==> src/rtl/hz_pkg.sv <==
package hz_pkg;
   typedef enum logic [2:0] {
      HZ_NONE       = 3'd0,
      HZ_LOAD_USE   = 3'd1,
      HZ_ALU_BRANCH = 3'd2,
      HZ_LOAD_BR_EX = 3'd3,
      HZ_LOAD_BR_MM = 3'd4
   } hz_cause_e;

   localparam int unsigned HZ_NUM_SRC = 2;
endpackage

==> src/rtl/hz_src_match.sv <==
module hz_src_match #(
   parameter int unsigned REG_AW = 5
) (
   input  logic [REG_AW-1:0] src,
   input  logic              src_used,
   input  logic [REG_AW-1:0] dst,
   input  logic              dst_live,
   output logic              hit
);
   localparam logic [REG_AW-1:0] ZERO_REG = '0;

   always_comb begin
      hit = src_used && dst_live && (dst != ZERO_REG) && (src == dst);
   end
endmodule

==> src/rtl/hz_stall_rules.sv <==
module hz_stall_rules
   import hz_pkg::*;
#(
   parameter bit BRANCH_IN_ID = 1'b1
) (
   input  logic      is_branch,
   input  logic      ex_load,
   input  logic      ex_alu_wr,
   input  logic      ex_hit,
   input  logic      mem_load,
   input  logic      mem_hit,
   output hz_cause_e cause
);
   generate
      if (BRANCH_IN_ID) begin : g_br_id
         always_comb begin
            if (ex_load && ex_hit)
               cause = is_branch ? HZ_LOAD_BR_EX : HZ_LOAD_USE;
            else if (is_branch && ex_alu_wr && ex_hit)
               cause = HZ_ALU_BRANCH;
            else if (is_branch && mem_load && mem_hit)
               cause = HZ_LOAD_BR_MM;
            else
               cause = HZ_NONE;
         end
      end else begin : g_br_ex
         logic unused_br;
         assign unused_br = is_branch ^ ex_alu_wr ^ mem_load ^ mem_hit;
         always_comb begin
            if (ex_load && ex_hit)
               cause = HZ_LOAD_USE;
            else
               cause = HZ_NONE;
         end
      end
   endgenerate
endmodule

==> src/rtl/hazard_stall_unit.sv <==
module hazard_stall_unit
   import hz_pkg::*;
#(
   parameter int unsigned REG_AW       = 5,
   parameter bit          BRANCH_IN_ID = 1'b1
) (
   input  logic [REG_AW-1:0] id_rs1,
   input  logic [REG_AW-1:0] id_rs2,
   input  logic              id_use_rs1,
   input  logic              id_use_rs2,
   input  logic              id_is_branch,
   input  logic [REG_AW-1:0] ex_rd,
   input  logic              ex_reg_write,
   input  logic              ex_mem_read,
   input  logic [REG_AW-1:0] mem_rd,
   input  logic              mem_mem_read,
   output logic              stall,
   output logic              pc_write,
   output logic              ifid_write,
   output logic              idex_flush
);
   localparam int unsigned NSRC = HZ_NUM_SRC;

   generate
      if (REG_AW < 1 || REG_AW > 8) begin : g_bad_aw
         $error("hazard_stall_unit: REG_AW out of range");
      end
   endgenerate

   logic [REG_AW-1:0] src_f [NSRC];
   logic [NSRC-1:0]   src_u;
   logic [NSRC-1:0]   ex_hit_v;
   logic [NSRC-1:0]   mem_hit_v;
   logic              ex_live;
   logic              ex_alu_wr;
   hz_cause_e         cause;

   assign src_f[0]  = id_rs1;
   assign src_f[1]  = id_rs2;
   assign src_u     = {id_use_rs2, id_use_rs1};
   assign ex_live   = ex_reg_write | ex_mem_read;
   assign ex_alu_wr = ex_reg_write & ~ex_mem_read;

   generate
      for (genvar s = 0; s < NSRC; s++) begin : g_src
         hz_src_match #(.REG_AW(REG_AW)) u_ex_cmp (
            .src      (src_f[s]),
            .src_used (src_u[s]),
            .dst      (ex_rd),
            .dst_live (ex_live),
            .hit      (ex_hit_v[s])
         );
         hz_src_match #(.REG_AW(REG_AW)) u_mem_cmp (
            .src      (src_f[s]),
            .src_used (src_u[s]),
            .dst      (mem_rd),
            .dst_live (mem_mem_read),
            .hit      (mem_hit_v[s])
         );
      end
   endgenerate

   hz_stall_rules #(.BRANCH_IN_ID(BRANCH_IN_ID)) u_rules (
      .is_branch (id_is_branch),
      .ex_load   (ex_mem_read),
      .ex_alu_wr (ex_alu_wr),
      .ex_hit    (|ex_hit_v),
      .mem_load  (mem_mem_read),
      .mem_hit   (|mem_hit_v),
      .cause     (cause)
   );

   always_comb begin
      stall      = (cause != HZ_NONE);
      pc_write   = ~stall;
      ifid_write = ~stall;
      idex_flush = stall;
   end
endmodule

==> config.mk <==
export PLATFORM = sky130hd
export DESIGN_NAME = hazard_stall_unit
export DESIGN_NICKNAME = d
export VERILOG_FILES = /design/src/rtl/hz_pkg.sv /design/src/rtl/hz_src_match.sv /design/src/rtl/hz_stall_rules.sv /design/src/rtl/hazard_stall_unit.sv
export SDC_FILE = /design/constraint.sdc
export NUM_CORES = 1
export LEC_CHECK = 0
export BUFFER_PORTS_ARGS = -buffer_cell sky130_fd_sc_hd__buf_2
export CORE_AREA = 4 4 41 43
export DETAILED_ROUTE_END_ITERATION = 8
export DIE_AREA = 0 0 45 47
export PLACE_DENSITY_LB_ADDON = 0.15
export SLEW_MARGIN = 20
export SYNTH_ARGS = -nofsm -noshare
export SYNTH_HDL_FRONTEND = slang
export SYNTH_SLANG_ARGS = --single-unit
==> constraint.sdc <==
create_clock -name vclk -period 3.1
set_clock_uncertainty 0.1 [all_clocks]
set_input_delay 0.62 -clock vclk [all_inputs]
set_output_delay 0.62 -clock vclk [all_outputs]
set_load 0.01 [all_outputs]
==> qor.yml, run 1 <==
finish:
  final_common_cell: "buf_2"
  final_cell_mix: "30 x buf_2, 20 x xnor2_1, 4 x nand4_1, 3 x nand2_1"
  fin_nets: 96
  diodes: 0
  seq_cells: 0
  area_growth_syn_to_layout_pct: 52.1
  regArea_sq_um: 0
  layout.filler_cells: 163
  drive_above_1_share: 0.441
  fin_area_sq_um: 449
  clkbuf_count: 0
global_route:
  grt_pass1_vias: 389
  grt_usage: 0.0897
  grt_max_degree: 4
  antenna_found_initial: 0
  overflow: 0
  grt_pass1_wl_mm: 1.52
placement:
  gp_congestion: 0.752
  dpl_cell_area_sq_um: 449
  portBuffers: 30
worst_setup_path:
  arrival_ns: 1.78
  start_kind: "input pin"
  worst_setup_path_end_kind: "primary output"
  crit_type: "input pin to primary output"
  critPathMaxFanout: 3
  cp.required_ns: 2.38
power_and_ir_drop:
  finalPower_mw: 0.0627
  p_per_area_nw_per_um2: 140
  irDropWorstVdd_mv: 0.0425
  total_leakage_power_nw: 0.185
sta:
  finalCritPeriodShare: 0.807
  fin_crit_ns: 2.50
  slew_violations: 0
  setup_violations: 0
  fmax_mhz: 400
  whs_ns: 1.63
  hold_viol_final: 0
  setup_tns_ns: 0
  worst_slew_pin_slew_ns: 0.211
  grt_setup_unrepaired: "false"
  max_slew_margin: 0.859
synth:
  synth_compound_gate_area_share: 0.165
  syn-cell-area_sq_um: 295
  synthSimpleGateAreaFrac: 0.191
  synth_top_family_by_area: "XOR/XNOR gates"
  synth_xor_xnor_area_share: 0.593
  synth_adder_area_share: 0
  yosysSeqAreaShare: 0
  yosys_warnings: 0
  synthCells: 40
  syn-num-nets: 66
  synth_mux_area_frac: 0
  synth_cell_types: 13
  syn_avg_cell_area_sq_um: 7.38
floorplan:
  die_w_um: 45
  initial_core_util: 0.227
  num_io_pins: 30
  dieArea_sq_um: 2120
  die_y_um: 47
  core.rowCount: 13
  coreArea_sq_um: 1300
route:
  routed_wl_um: 972
  vias: 375
  drt_iter0_markers: 3
  drc: 0
  viasPerCell: 4.52
  drt.antenna.violating_nets: 0
  firstDrtPassIters: 2
  wire_per_inst_um: 11.7
clock_tree:
  post-cts-setup-buffers: 0
  cts_resized: 0
  ctsHoldBuffers: 0
run:
  cap_violations: 0
min_path:
  whs_endpoint: "pc_write"
  hp-start: "id_is_branch"
  whs_path_depth: 4
  hp-class: "input pin to primary output"
outcome:
  status: "finished, final reports clean"
metal layers:
layer	track usage	wire length, um	up-vias
met2	0.169	473	13
met5	0	0	-
met4	0	0	0
li1	-	-	199
met1	0.119	426	163
met3	0.00383	72	0
power breakdown:
group          total, mW  leakage [nW]  switching (mW)  internal, mW
combinational     0.0627         0.185          0.0287        0.0340
clock                  0             0               0             0
sequential             0             0               0             0
cell usage after synthesis:
library cell   n  area [sq um]
nor3_1         1          5.00
or3_1          1          6.26
buf_4          2          15.0
nand3_1        1          5.00
nand2_1        3          11.3
a22o_1         1          8.76
a21oi_1        2          10.0
xnor2_1       20           175
nor2_1         1          3.75
nand4_1        4          25.0
a22oi_1        1          7.51
o22ai_1        2          12.5
o311a_1        1          10.0
worst max-delay path by stage:
stage / from / endpoint / slack, ns / cells past startpoint
2_1_floorplan: mem_rd[1] / pc_write / 0.64 / 4
3_3_place_gp: mem_rd[1] / idex_flush / 0.61 / 5
3_5_place_dp: mem_rd[1] / ifid_write / 0.60 / 5
4_1_cts: mem_rd[1] / ifid_write / 0.60 / 5
5_1_grt: mem_rd[1] / ifid_write / 0.50 / 5
6_report: mem_rd[1] / ifid_write / 0.60 / 5
metrics by stage:
step	setup slack (ns)	utilization	instances
floorplan	0.636	-	40
global placement	0.612	0.345	83
detailed placement	0.601	0.345	83
CTS	0.601	0.345	83
global route	0.496	0.345	83
finish	0.597	0.345	83
cell type report:
class	instances	area (sq um)	share of cell area
Multi-Input combinational cell	38	280	0.624
Timing Repair Buffer	30	150	0.334
Tap cell	15	18.8	0.0418
cell families after synthesis:
group           after synthesis
simple gates                 11
buf+inv                       2
xor+xnor                     20
compound gates                7
critical path, cell delays in order:
cell     delay [ns]
buf_2          0.12
or3_1          0.36
o311a_1        0.31
a22oi_1        0.19
buf_2          0.17
No activity file was read; power rests on OpenSTA's default activity.
==> run 2: changes to the inputs <==
ABC_AREA = 1   (was not set)
clock period = 2.1 ns   (was 3.1 ns; I/O delays follow)
==> run 2 against run 1 <==
  * Count of clock-buffer cells in the layout is the same
  * Core utilization grew 13 points
  * Largest cell class unchanged
  * Largest power group unchanged
  * Final area grew 38%
  * Global-route usage grew 4.2 points
  * Critical endpoint is now pc_write
  * Combinational power grew 66%
==> qor.yml, run 2 <==
outcome:
  status: "finished, final reports clean"
worst_setup_path:
  critPathMaxStageDelay_ns: 0.22  # -0.14 ns
  critPathBufInv: 4  # +2
  arrival_ns: 1.27  # -0.51 ns
  start_kind: "input pin"
  cp.required_ns: 1.58  # -0.80 ns
  cp_top_family: "simple AND/OR/NAND/NOR gates"
  crit_type: "input pin to primary output"
  slowest_stage: "nor3_1"
  critPathMaxFanout: 4  # +1
  worst_setup_path_end_kind: "primary output"
  crit_chain: "buf_2, nor3_1, nand3_1, nand3_1, inv_1, nand2_1, nand2_2, inv_2, buf_2"
finish:
  utilization: 0.475  # +0.130
  fin_cells: 159  # +92%
  area_growth_syn_to_layout_pct: 33.2
  fin_nets: 172  # +79%
  seq_cells: 0  # unchanged
  clkbuf_count: 0  # unchanged
  final_common_cell: "nand2_1"
  final_cell_mix: "62 x nand2_1, 30 x buf_2, 17 x inv_1, 15 x nor2_1, 8 x inv_2"
  fin_area_sq_um: 618  # +38%
  drive_above_1_share: 0.278  # -0.163
  diodes: 0  # unchanged
  regArea_sq_um: 0  # unchanged
route:
  vias: 681  # +82%
  wire_per_inst_um: 8.47  # -28%
  viasPerCell: 4.28  # -5.2%
  drt_iter0_markers: 11  # +8
  drc: 0  # unchanged
  routed_wl_mm: 1.35  # +38%
  drt.antenna.violating_nets: 0  # unchanged
  firstDrtPassIters: 4  # +2
sta:
  fin_crit_ns: 1.79
  max_slew_margin: 0.863  # +0.00316
  grt_setup_unrepaired: "false"
  finalCritPeriodShare: 0.853
  slew_violations: 0  # unchanged
  setup_tns_ns: 0  # unchanged
  hold_viol_final: 0  # unchanged
  worst_slew_pin_slew_ns: 0.205  # -0.00631 ns
  whs_ns: 1.19  # -0.437 ns
  setup_violations: 0  # unchanged
  fmax_mhz: 558
  fin_ws_ns: 0.308  # -0.289 ns
synth:
  yosysMostFrequentCell: "nand2_1"
  synth_top_area_frac: 0.501  # -0.0919
  syn-cell-area_sq_um: 464  # +57%
  synth_cell_types: 12  # -1
  yosys_warnings: 0  # unchanged
  yosysSeqAreaShare: 0  # unchanged
  post-synth-top-area-cell: "nand2_1"
  synth_area_leaders: "nand2_1 50%, inv_1 14%, nor2_1 12%"
  syn_avg_cell_area_sq_um: 4.00  # -46%
  syn-num-nets: 142  # +120%
  synthCells: 116  # +190%
  synthTopCellsByCount: "62 x nand2_1, 17 x inv_1, 15 x nor2_1, 8 x inv_2, 6 x nand3_1"
min_path:
  hp-class: "input pin to primary output"
placement:
  portBuffers: 30  # unchanged
  dpl_cell_area_sq_um: 618  # +38%
  gp_congestion: 0.889  # +18%
  place.detailed.hpwl_mm: 1.25
  pre_cts_slack_ns: 0.290  # -0.311 ns
  place_inst: 159  # +92%
global_route:
  grt_pass1_wl_mm: 2.15  # +41%
  antenna_found_initial: 0  # unchanged
  overflow: 0  # unchanged
  grt_pass1_vias: 549  # +41%
  grt_usage: 0.132  # +0.0425
  grt_max_degree: 5  # +1
floorplan:
  die_w_um: 45  # unchanged
  num_io_pins: 30  # unchanged
  coreArea_sq_um: 1300  # unchanged
  die_y_um: 47  # unchanged
  initial_core_util: 0.357  # +0.130
  dieArea_sq_um: 2120  # unchanged
  core.rowCount: 13  # unchanged
clock_tree:
  cts_resized: 0  # unchanged
  post-cts-setup-buffers: 0  # unchanged
  ctsHoldBuffers: 0  # unchanged
power_and_ir_drop:
  p_per_area_nw_per_um2: 169  # +21%
  total_leakage_power_nw: 0.473  # +160%
  finalPower_mw: 0.104  # +66%
  irDropWorstVdd_mv: 0.0632  # +49%
run:
  cap_violations: 0  # unchanged
run 2: cell count changes in the layout (fill, tap and decap cells not counted), sizes merged, moves of 2 or more:
cell   change
inv       +25
nand2     +60
nand3      +5
nand4      -3
nor2      +15
o22ai      -2
xnor2     -20
run 2: area by class of cell:
type	instances	area, sq um
Tap cell	15	18.8
Inverter	25	93.8
Fill cell	170	683
Multi-Input combinational cell	89	355
Timing Repair Buffer	30	150
run 2: routing by layer:
layer,vias to the layer above,wire length [um],track usage
li1,393,-,-
met1,270,598,0.182
met2,18,649,0.243
met3,0,98,0.00383
met4,0,0,0
met5,-,0,0
run 2: path summary, 6_finish.rpt:
check	end	cells after the start	slack (ns)	start
min	idex_flush	6	1.19	id_is_branch
max	pc_write	9	0.31	mem_rd[3]
run 2: where the power goes:
group | internal, mW | leakage [nW] | switching, mW
Combinational | 0.0442 | 0.473 | 0.0602
Sequential | 0 | 0 | 0
Clock | 0 | 0 | 0
run 2: logic make-up (layout without fill, tap and decap cells):
| group | after synthesis | in the layout | share of synthesized area |
|---|---|---|---|
| AND/OR/NAND/NOR | 87 | 87 | 0.739 |
| buffers and inverters | 27 | 55 | 0.234 |
| AO/OA/AOI/OAI | 2 | 2 | 0.0269 |
